`config.mk`:
```
export PLATFORM = sky130hd
export DESIGN_NAME = clkctl_regbank
export DESIGN_NICKNAME = d
export VERILOG_FILES = /design/src/rtl/clkctl_pkg.sv /design/src/rtl/clkctl_ctrl.sv /design/src/rtl/clkctl_data.sv /design/src/rtl/clkctl_regbank.sv
export SDC_FILE = /design/constraint.sdc
export NUM_CORES = 1
export LEC_CHECK = 0
export ABC_AREA = 1
export BUFFER_PORTS_ARGS = -buffer_cell sky130_fd_sc_hd__buf_2
export CAP_MARGIN = 5
export CELL_PAD_IN_SITES_DETAIL_PLACEMENT = 1
export CELL_PAD_IN_SITES_GLOBAL_PLACEMENT = 1
export CORE_AREA = 2 2 352 354
export CTS_CLUSTER_DIAMETER = 80
export DETAILED_ROUTE_END_ITERATION = 8
export DIE_AREA = 0 0 354 356
export PLACE_DENSITY = 0.54
export RECOVER_POWER = 100
export SYNTH_ARGS = -nofsm -noshare
export SYNTH_HDL_FRONTEND = slang
export SYNTH_SLANG_ARGS = --single-unit
```
`constraint.sdc`:
```
create_clock -name clk -period 3.15 [get_ports clk]
set_clock_uncertainty 0.2 [all_clocks]
set_input_delay 0.4725 -clock clk [delete_from_list [all_inputs] [get_ports clk]]
set_output_delay 0.4725 -clock clk [all_outputs]
set_load 0.01 [all_outputs]
```
`src/rtl/clkctl_pkg.sv`:
```
package clkctl_pkg;

  localparam int DATA_W    = 32;
  localparam int ADDR_W    = 12;
  localparam int NUM_REGS  = 26;
  localparam int IDX_W     = $clog2(NUM_REGS);
  localparam int WORD_IDX_W = ADDR_W - 2;
  localparam logic [1:0] SIZE_WORD = 2'b10;

  // Strobes from control to datapath.
  typedef struct packed {
    logic             wrStb;
    logic             rdStb;
    logic             errStb;
    logic [IDX_W-1:0] idx;
  } strobe_t;

  function automatic logic [DATA_W-1:0] regReset(input int i);
    case (i)
      0:  return 32'h074B0B7D;
      1:  return 32'hFF870B48;
      2:  return 32'h49FCFE7F;
      3:  return 32'h007F0000;
      4:  return 32'h04001800;
      5:  return 32'h04051C03;
      6:  return 32'h04043001;
      7:  return 32'h00000280;
      8, 9, 10, 11: return 32'hFFFFFFFF;
      19: return 32'h00004040;
      23: return 32'h80209828;
      24: return 32'h00AA0000;
      25: return 32'h00000285;
      default: return '0;
    endcase
  endfunction

  function automatic logic regWritable(input int i);
    case (i)
      0, 1, 2, 4, 6, 8, 9, 10: return 1'b1;
      default: return 1'b0;
    endcase
  endfunction

  function automatic logic [DATA_W-1:0] regMask(input int i);
    case (i)
      0:    return 32'h3B6FDFFF;
      1:    return 32'hFF9F3FFF;
      4, 6: return 32'hBFFF3FFF;
      2, 8, 9, 10: return 32'hFFFFFFFF;
      default: return '0;
    endcase
  endfunction

  // Bits forced high on every write (multiplier select, bit 1 of index 0).
  function automatic logic [DATA_W-1:0] regForce(input int i);
    return (i == 0) ? 32'h00000002 : '0;
  endfunction

endpackage

```
`src/rtl/clkctl_ctrl.sv`:
```
module clkctl_ctrl
  import clkctl_pkg::*;
(
  input  logic [ADDR_W-1:0] busAddr,
  input  logic              busWrEn,
  input  logic              busRdEn,
  input  logic [1:0]        busSize,
  output strobe_t           stb
);

  logic [WORD_IDX_W-1:0] wordIdx;
  logic                  aligned;
  logic                  inRange;
  logic                  canWrite;

  assign wordIdx = busAddr[ADDR_W-1:2];
  assign aligned = (busAddr[1:0] == 2'b00) && (busSize == SIZE_WORD);
  assign inRange = (wordIdx < WORD_IDX_W'(NUM_REGS));

  always_comb begin
    canWrite = 1'b0;
    for (int i = 0; i < NUM_REGS; i++) begin
      if (wordIdx == WORD_IDX_W'(i)) canWrite = regWritable(i);
    end
  end

  always_comb begin
    stb.idx    = wordIdx[IDX_W-1:0];
    stb.wrStb  = busWrEn && aligned && canWrite;
    stb.rdStb  = busRdEn && aligned && inRange;
    stb.errStb = (busWrEn && !(aligned && canWrite)) ||
                 (busRdEn && !(aligned && inRange));
  end

endmodule

```
`src/rtl/clkctl_data.sv`:
```
module clkctl_data
  import clkctl_pkg::*;
(
  input  logic                       clk,
  input  logic                       rstN,
  input  strobe_t                    stb,
  input  logic [DATA_W-1:0]          wrData,
  output logic [DATA_W-1:0]          rdData,
  output logic                       errFlag,
  output logic [NUM_REGS*DATA_W-1:0] regFlat
);

  logic [DATA_W-1:0] regQ [NUM_REGS];
  logic [DATA_W-1:0] rdMux;

  for (genvar i = 0; i < NUM_REGS; i++) begin : g_reg
    if (regWritable(i)) begin : g_rw
      logic [DATA_W-1:0] q;
      always_ff @(posedge clk) begin
        if (!rstN)
          q <= regReset(i);
        else if (stb.wrStb && (stb.idx == IDX_W'(i)))
          q <= (wrData & regMask(i)) | regForce(i);
      end
      assign regQ[i] = q;
    end else begin : g_ro
      assign regQ[i] = regReset(i);
    end
    assign regFlat[i*DATA_W +: DATA_W] = regQ[i];
  end

  always_comb begin
    rdMux = '0;
    for (int i = 0; i < NUM_REGS; i++) begin
      if (stb.idx == IDX_W'(i)) rdMux = regQ[i];
    end
  end

  always_ff @(posedge clk) begin
    if (!rstN) begin
      rdData  <= '0;
      errFlag <= 1'b0;
    end else begin
      rdData  <= stb.rdStb ? rdMux : '0;
      errFlag <= stb.errStb;
    end
  end

endmodule

```
`src/rtl/clkctl_regbank.sv`:
```
module clkctl_regbank
  import clkctl_pkg::*;
(
  input  logic                       clk,
  input  logic                       rstN,
  input  logic [ADDR_W-1:0]          busAddr,
  input  logic                       busWrEn,
  input  logic                       busRdEn,
  input  logic [DATA_W-1:0]          busWrData,
  input  logic [1:0]                 busSize,
  output logic [DATA_W-1:0]          busRdData,
  output logic                       busErr,
  output logic [NUM_REGS*DATA_W-1:0] busRegs
);

  strobe_t stb;

  clkctl_ctrl ctrl_i (
    .busAddr (busAddr),
    .busWrEn (busWrEn),
    .busRdEn (busRdEn),
    .busSize (busSize),
    .stb     (stb)
  );

  clkctl_data data_i (
    .clk     (clk),
    .rstN    (rstN),
    .stb     (stb),
    .wrData  (busWrData),
    .rdData  (busRdData),
    .errFlag (busErr),
    .regFlat (busRegs)
  );

endmodule

```
* After elaboration in Yosys (flattened, before gate mapping)
Index checks and enable logic that the tools add are counted.
** Storage, ports and cells
- Flip-flop bits (word level) :: 274
- Input bits :: 50
- Output and inout bits :: 865
- Word-level logic and storage cells :: 148
** Cells by class
- Magnitude comparators :: 1
- Equal/unequal tests :: 51
- Multiplexer cells :: 52
- Bitwise logic cells :: 2
- Reduce and logical (&&, ||, !) cells :: 28
** Operator list (number)
- 32-bit 2-to-1 mux :: 23
- 10-bit by 5-bit == test with 1-bit output (second input constant) :: 10
- 10-bit by 4-bit == test with 1-bit output (second input constant) :: 8
- 5-bit == test (second input constant) :: 10
- 10-bit by 3-bit == test with 1-bit output (second input constant) :: 4
- 5-bit by 4-bit == test with 1-bit output (second input constant) :: 8
- 30-bit 2-to-1 mux :: 1
- 1-bit 2-to-1 mux :: 26
- 24-bit 2-to-1 mux :: 1
- 10-bit by 2-bit == test with 1-bit output (second input constant) :: 2
- 5-bit by 3-bit == test with 1-bit output (second input constant) :: 4
- 1-bit logical AND :: 17
- 16-bit OR reduction :: 1
- 10-bit by 1-bit == test with 1-bit output (second input constant) :: 1
- 5-bit by 2-bit == test with 1-bit output (second input constant) :: 2
- 10-bit logical NOT :: 1
- 10-bit by 5-bit < comparator with 1-bit output (second input constant) :: 1
- 10-bit 2-to-1 mux :: 1
- 8-bit OR reduction :: 1
- 5-bit by 1-bit == test with 1-bit output (second input constant) :: 1
- 5-bit logical NOT :: 1
- 4-bit OR reduction :: 1
- 3-bit OR reduction :: 1
- 2-bit == test (second input constant) :: 1
- other kinds (5) :: 7

* Logic depth before layout (Yosys ltp)
Gate-level depths: netlist (run 1).
- Depth in word-level cells :: 31
- Gate-level depth with buffers :: 13
- Gate-level depth less buffers :: 12

* Modules after synthesis
From an unflattened synthesis (run 1), not the netlist that was laid out.
** Second synthesis, totals
- Cells, all modules :: 2273
- Area, all modules :: 16228.1 µm²
** By module, submodules not included
- clkctl_data :: times used 1, cells an instance 2236, area each 16050.4 µm²
- clkctl_ctrl :: times used 1, cells an instance 37, area each 177.7 µm²

* Worst setup path after synthesis (run 1)
No wires, ideal clock.
- Kind :: input to register
- From :: in busAddr[6]
- To :: reg data_i.g_reg[4].g_rw.q[13]
- Arrival :: 1.935 ns
- Data required time :: 2.835 ns
- Path slack :: 0.900 ns
- Stages :: 10
- Buffers on the path :: 3
- Path through :: buf_2 inv_2 nand2_1 clkinv_1 nand3_1 nor3_4 nand3_1 clkbuf_1 buf_2 o21a_1
** On the way
- Longest elaborated chain between the ends :: 29
- Elaborated cells on any way between the ends :: 55
** Ends and longest elaborated chain
- from (decl) :: RTL line clkctl_regbank.sv:6 : input logic [ADDR_W-1:0] busAddr,
- 10-bit logical NOT :: RTL line clkctl_ctrl.sv:23 : if (wordIdx == WORD_IDX_W'(i)) canWrite = regWritable(i);
- 1-bit 2-to-1 mux (26 in series) :: RTL line clkctl_ctrl.sv:23
- 1-bit logical AND :: RTL line clkctl_ctrl.sv:29 : stb.wrStb = busWrEn && aligned && canWrite;
- 1-bit logical AND * :: RTL line clkctl_data.sv:22 : else if (stb.wrStb && (stb.idx == IDX_W'(i)))
- to (signal assigned) :: RTL line clkctl_data.sv:21 : q <= regReset(i);
- to (signal assigned) :: RTL line clkctl_data.sv:23 : q <= (wrData & regMask(i)) | regForce(i);
- to (decl) :: RTL line clkctl_data.sv:18 : logic [DATA_W-1:0] q;
Mark *: on every way between the ends. The rest lies on a longest branch, timed or not.
A chain may end at the register's enable or synchronous reset.

* Final worst setup path (run 1)
- From :: in busAddr[6]
- To :: reg data_i.rdData[28]
** On the way
- Longest elaborated chain between the ends :: 13
- Elaborated cells on any way between the ends :: 42
** Ends and longest elaborated chain
- 5-bit logical NOT :: RTL line clkctl_data.sv:35 : if (stb.idx == IDX_W'(i)) rdMux = regQ[i];
- 30-bit 2-to-1 mux :: RTL line clkctl_data.sv:35
- 32-bit 2-to-1 mux (11 in series) :: RTL line clkctl_data.sv:35
- to (signal assigned) :: RTL line clkctl_data.sv:44 : rdData <= stb.rdStb ? rdMux : '0;
- to (decl) :: RTL line clkctl_data.sv:8 : output logic [DATA_W-1:0] rdData,
Parallel ways exist; a longest one is shown, timed or not.

==> results of run 1 <==
[cell usage in the layout (no fill, tap or decap), drive strengths merged, types with 22 or more instances in the layout]
cell type / synthesis / routed
nand2: 554 / 554
nor3: 60 / 60
inv: 83 / 84
a31oi: 58 / 58
clkbuf: 98 / 347
a21oi: 62 / 62
o21a: 22 / 22
conb: 2 / 591
nand3: 207 / 207
nor2: 158 / 158
dfxtp: 274 / 274
buf: 621 / 114
nand4: 32 / 32
[metal layers]
metal	share of wire	up-vias
li1	-	6664
met3	0.087	82
met2	0.48	559
met5	0.00089	-
met4	0.020	12
met1	0.41	7083
[power breakdown]
part	switching, mW	internal (mW)	leakage, nW
combinational	0.678	0.0962	5.83
clock	1.79	2.52	0.596
sequential	0.000293	3.47	2.21
total	2.47	6.08	8.64
[cell type report]
type,count,share of cell area
multi-input combinational,1772,0.404
clock inverter,9,0.00398
clock buffer,61,0.0619
sequential,274,0.295
tap,1637,0.110
inverter,86,0.0175
timing repair buffer,402,0.107
[state kept, by name, summed over array words and instances, names as in the netlist]
| name | cells |
|---|---|
| data_i.g.g_rw.q | 241 |
| data_i.errFlag | 1 |
| data_i.rdData | 32 |
[synth_stat cells]
library cell,n
buf_4,591
nand2_1,553
dfxtp_1,274
nand3_1,206
nor2_1,156
inv_1,81
clkbuf_1,77
a21oi_1,62
nor3_1,59
a31oi_1,58
nand4_1,32
buf_2,25
o21a_1,22
clkbuf_2,21
o21ai_0,10
buf_1,5
o211ai_1,5
clkinv_1,3
o21bai_1,3
or2_2,3
conb_1,2
inv_2,2
nand3b_1,2
nor2_2,2
a221oi_1,1
nand2_2,1
nand3_2,1
nor3_4,1
nor4_2,1
o21ai_1,1
o22ai_1,1
o31ai_1,1
[how the worst max path moves through the flow]
stage               startpoint                          to  slack [ns]  depth (start not counted)
finish              busAddr[6]           data_i.rdData[28]        0.47                         13
global route        busAddr[6]           data_i.rdData[18]        0.32                         13
CTS                 busAddr[6]            data_i.rdData[4]        0.71                         11
detailed placement  busAddr[6]            data_i.rdData[4]        0.10                         11
global placement    busAddr[6]            data_i.rdData[4]         0.1                         11
floorplan           busAddr[6]  data_i.g_reg[4].g_rw.q[13]        0.90                         10
[cell families after synthesis]
family                 synth area share
other                          0.000468
DFF                               0.342
AOI/OAI and AO/OA                0.0608
and+or+nand+nor                   0.267
buffers and inverters             0.330
[worst max-delay path, stage by stage]
cell and delay (ns):
buf_2 0.17, inv_1 0.53, nand2_1 0.23, nor2_4 0.42
buf_4 0.27, nand2_1 0.07, nand3_1 0.08, a21oi_1 0.05
clkbuf_1 0.21, nand4_1 0.12, nor2_1 0.04, buf_4 0.13
nor2_1 0.12
==> flow_summary.json, run 1 <==
{
  "cts_root_buffer": "clkbuf_16",
  "post-route-util": 0.151,
  "antenna_found_initial": 10,
  "ctsResizeCount": 0,
  "clkSlewWorstSetupHoldPaths_ns": 0.06,
  "syn2layout_area_growth_pct": 15.7,
  "worst-r2r-cell-count": 6,
  "pin_count_of_the_biggest_net_entering_global_routing": 64,
  "io-pin-count": 915,
  "finalCriticalPeriod_ns": 2.68,
  "coreArea_sq_um": 123000,
  "placed_cells": 4169,
  "worstSetupEndpointType": "flip-flop",
  "dpl-instance-area_sq_um": 17700,
  "wire_per_inst_um": 22.2,
  "effective_utilization_at_floorplan": 0.131,
  "total_power_consumption_of_the_routed_design_mw": 8.55,
  "pre_cts_slack_ns": 0.104,
  "max_frequency_mhz": 373,
  "final.setup.worst_slack_ns": 0.472,
  "overflow": 0,
  "count_of_final_hold_check_violations": 0,
  "cts.sinks": 274,
  "n_fill_cell": 15265,
  "synth.yosys.seq_area_share": 0.342,
  "layoutNonFillerInstCount": 4241,
  "antenna_violating_nets_post_route": 0,
  "worst_ir_drop_vdd_mv": 0.256,
  "first_pass_iters": 4,
  "ctsLongestPathBuffers": 3,
  "gp_congestion": 0.829,
  "grt_pass1_wl_mm": 124,
  "sort_of_element_at_the_start_of_the_critical_path": "input port",
  "post_synth_instance_area_sq_um": 16000,
  "hold_end": "data_i.g_reg[0].g_rw.q[3]",
  "die_width_um": 354,
  "final_min_period_over_clock_period": 0.850,
  "worst_hold_path.num_cells": 3,
  "fin_worst_hold_slack_ns": 0.0671,
  "ys_warn_count": 0,
  "timing.final.setup_violations": 0,
  "max_slew.worst_pin.slew_ns": 0.818,
  "totalWireLength_mm": 94.2,
  "clock_insertion_delay_worst_skew_ns": 0.56,
  "worst_setup_path_category": "input port to flip-flop",
  "cts_buf_count": 40,
  "diodes": 0,
  "grt_usage": 0.142,
  "cts_tree": "done",
  "postSynthCellCount": 2262,
  "r2r-start": "data_i.g_reg[2].g_rw.q[4]",
  "grt.busiest_layer": "met2",
  "globalRouteMet1Util": 0.168,
  "final_layout_size_suffix_gt1_frac": 0.0714,
  "num-nets-final": 2626,
  "timing.critical_path.fanout_max": 19,
  "worst_ep_arrival_time_ns": 2.95,
  "die_h_um": 356,
  "powerDensity_nw_per_um2": 461,
  "multi_input_comb_area_sq_um": 7500,
  "drt-initial-drc-count": 754,
  "design.die.area_sq_um": 126000,
  "synthTopCellsByArea": "dfxtp_1 (34%), buf_4 (28%), nand2_1 (13%)",
  "max_cap_violations": 0,
  "cts-htree-levels": 2,
  "synth_top_cell_area_share": 0.342,
  "final_area_sq_um": 18600,
  "status": "completed",
  "dpl.hpwl_mm": 75.1,
  "num_vias": 14400,
  "grt_use_met3": 0.0514,
  "cts_hold_buf": 2,
  "hp-class": "input port to flip-flop",
  "setup_total_negative_slack_ns": 0,
  "final-seq-area_sq_um": 5490,
  "average_size_of_a_mapped_cell_sq_um": 7.09,
  "r2r-end": "data_i.rdData[4]",
  "number_of_distinct_library_cells_after_synthesis": 32,
  "report.final.slew_viol_count": 0,
  "crit_required_ns": 3.42,
  "port-buffer-count": 323,
  "grt_pass1_vias": 13576,
  "rsz0062_at_grt": "no",
  "rrSetupSlack_ns": 1.25,
  "synth.ff_latch_count": 274,
  "worstHoldStart": "busWrData[3]",
  "power_leakage_nw": 8.64,
  "synth_largest_area_cell": "dfxtp_1",
  "number_of_vias_per_cell_after_detailed_routing": 3.40,
  "timing.max_slew.rel_slack": 0.455,
  "post-cts-setup-buffer-count": 0,
  "met2_usage": 0.246,
  "drc": 0,
  "std_cell_rows": 129
}
Power figures use the tool's default switching activity.
==> run 2, diff against run 1 <==
--- a/config.mk
+++ b/config.mk
@@ -6,15 +6,15 @@
 export NUM_CORES = 1
 export LEC_CHECK = 0
 export ABC_AREA = 1
-export BUFFER_PORTS_ARGS = -buffer_cell sky130_fd_sc_hd__buf_2
+export BUFFER_PORTS_ARGS = -buffer_cell sky130_fd_sc_hd__buf_4
 export CAP_MARGIN = 5
 export CELL_PAD_IN_SITES_DETAIL_PLACEMENT = 1
 export CELL_PAD_IN_SITES_GLOBAL_PLACEMENT = 1
-export CORE_AREA = 2 2 352 354
+export CORE_AREA = 2 2 351 353
 export CTS_CLUSTER_DIAMETER = 80
 export DETAILED_ROUTE_END_ITERATION = 8
-export DIE_AREA = 0 0 354 356
-export PLACE_DENSITY = 0.54
+export DIE_AREA = 0 0 353 355
+export PLACE_DENSITY = 0.56
 export RECOVER_POWER = 100
 export SYNTH_ARGS = -nofsm -noshare
 export SYNTH_HDL_FRONTEND = slang
==> constraint.sdc (replaced) <==
create_clock -name clk -period 2.2 [get_ports clk]
set_clock_uncertainty 0.2 [all_clocks]
set_input_delay 0.33 -clock clk [delete_from_list [all_inputs] [get_ports clk]]
set_output_delay 0.33 -clock clk [all_outputs]
set_load 0.01 [all_outputs]
==> run 2 against run 1 <==
Effect of this change:
- critical path type unchanged
- hold slack improved by 0.0096 ns
- highest routed layer unchanged
- sequential power rose by 43%
- critical endpoint is now data_i.rdData[15]
- combinational power up 63%
==> flow_summary.json, run 2 (synthesis results as in run 1) <==
{
  "crit_required_ns": 2.51,
  "totalWireLength_mm": 96.6,
  "worst_setup_path_category": "input port to flip-flop",
  "std_cell_rows": 128,
  "grt_pass1_vias": 14517,
  "io-pin-count": 915,
  "final_area_sq_um": 20000,
  "layout.cells.most_common": "conb_1",
  "port-buffer-count": 323,
  "reg_top3": "data_i.g.g_rw.q x241, data_i.rdData x32, data_i.errFlag x1",
  "total_power_consumption_of_the_routed_design_mw": 13.1,
  "clkSlewWorstSetupHoldPaths_ns": 0.06,
  "gp_congestion": 0.832,
  "timing.max_slew.rel_slack": 0.513,
  "cts_root_buffer": "clkbuf_16",
  "effective_utilization_at_floorplan": 0.132,
  "crit_start": "busAddr[5]",
  "worst_ir_drop_vdd_mv": 0.447,
  "slowest_stage": "o21ai_0",
  "final_layout_size_suffix_gt1_frac": 0.103,
  "design.die.area_sq_um": 125000,
  "final_min_period_over_clock_period": 0.949,
  "most-common-layout-cells": "conb_1 (591), nand2_1 (553), clkbuf_1 (296), dfxtp_1 (274), nand3_1 (207)",
  "finalCriticalPeriod_ns": 2.09,
  "cts_tree": "done",
  "max_frequency_mhz": 479,
  "antenna_violating_nets_post_route": 0,
  "die_h_um": 355,
  "setup_total_negative_slack_ns": 0,
  "crit_path_frequent_cell": "buf_4",
  "drt-initial-drc-count": 816,
  "sort_of_element_at_the_start_of_the_critical_path": "input port",
  "worst-r2r-cell-count": 10,
  "die_width_um": 353,
  "grt_pass1_wl_mm": 128,
  "post-cts-setup-buffer-count": 0,
  "num-nets-final": 2751,
  "ctsLongestPathBuffers": 3,
  "critical_path_cell_by_cell": "buf_4 > nor2_1 > buf_4 > buf_4 > nand3_1 > buf_4 > o21ai_0 > clkbuf_1 > a21oi_1 > nand3_1 > o21ai_0 > inv_1",
  "coreArea_sq_um": 121000,
  "powerDensity_nw_per_um2": 653,
  "rrSetupSlack_ns": 0.38,
  "worst_ep_arrival_time_ns": 2.40,
  "worstSetupEndpointType": "flip-flop",
  "max_slew.worst_pin.slew_ns": 0.734,
  "pin_count_of_the_biggest_net_entering_global_routing": 86,
  "regMostFlops": "data_i.g.g_rw.q",
  "first_pass_iters": 5,
  "clock_insertion_delay_worst_skew_ns": 0.60,
  "count_of_final_hold_check_violations": 0,
  "timing.critical_path.fanout_max": 5,
  "status": "completed",
  "antenna_found_initial": 6,
  "r2r-end": "data_i.rdData[21]",
  "drc": 0,
  "wire_per_inst_um": 22.2,
  "grt_usage": 0.147,
  "largest_reg_flops": 241,
  "cts_buf_count": 40,
  "max_cap_violations": 0,
  "timing.final.setup_violations": 0,
  "num_vias": 14967,
  "dpl-instance-area_sq_um": 19500,
  "cts.sinks": 274,
  "syn2layout_area_growth_pct": 24.8,
  "hold_end": "data_i.rdData[9]",
  "r2r-start": "data_i.g_reg[0].g_rw.q[21]",
  "rsz0062_at_grt": "no",
  "worst_hold_path.num_cells": 6,
  "report.final.slew_viol_count": 0,
  "crit_path_max_incr_delay_ns": 0.40,
  "power_leakage_nw": 9.41,
  "overflow": 0,
  "worstHoldStart": "rstN",
  "dpl.hpwl_mm": 78.4,
  "number_of_vias_per_cell_after_detailed_routing": 3.44,
  "hp-class": "input port to flip-flop",
  "cts-htree-levels": 2
}
run 2: how the worst max path moves through the flow:
| stage | to | slack, ns | cells past startpoint |
|---|---|---|---|
| 6_report | data_i.rdData[15] | 0.11 | 12 |
| 5_1_grt | data_i.g_reg[1].g_rw.q[17] | 0.03 | 11 |
| 4_1_cts | data_i.rdData[13] | 0.23 | 11 |
| 3_5_place_dp | data_i.rdData[13] | -0.30 | 14 |
| 3_3_place_gp | data_i.rdData[26] | -0.33 | 14 |
| 2_1_floorplan | data_i.g_reg[4].g_rw.q[13] | 0.09 | 10 |
run 2: timing repair:
item / 4_1_cts / 5_1_grt
resized for setup: 0 / 0
hold endpoints to repair: 240 / 0
hold buffers: 34 / 0
run 2: power breakdown:
group          switching (mW)  internal, mW  leakage, nW
Sequential           0.000533          4.96         2.21
Clock                    2.73          4.13        0.667
Combinational           0.989         0.268         6.53
run 2: final cells by class:
type / count / area [sq um]
clock inverter: 14 / 238
fill: 15143 / 101000
timing repair buffer: 527 / 3310
clock buffer: 57 / 1140
multi-input combinational: 1772 / 7490
sequential: 274 / 5490
antenna: 1 / 2.50
inverter: 86 / 323
tap: 1625 / 2030
run 2: through the flow:
stage	utilization	hold slack, ns	worst slack (ns)	cells
final	0.165	0.0767	0.113	4356
after global routing	0.165	0.0794	0.0252	4355
after CTS	0.175	0.0480	0.232	4355
after detailed placement	0.161	0.288	-0.301	4250
after global placement	0.161	0.285	-0.331	4250
after floorplan	-	0.243	0.0925	2851
run 2: critical path, delay by kind of cell:
| kind | cells | cell delay (ns) |
|---|---|---|
| AOI/OAI and AO/OA | 3 | 0.57 |
| buffers and inverters | 6 | 0.96 |
| and+or+nand+nor | 3 | 0.53 |
run 2: layer usage:
| metal | vias to the layer above | part of all wire | global-route usage | wire length, um |
|---|---|---|---|---|
| met3 | 103 | 0.093 | 0.0550 | 9000 |
| met2 | 602 | 0.49 | 0.255 | 47100 |
| met4 | 4 | 0.029 | 0.0400 | 2800 |
| met5 | - | 0.00022 | 0 | 21 |
| met1 | 7321 | 0.39 | 0.168 | 37700 |
| li1 | 6937 | - | - | - |
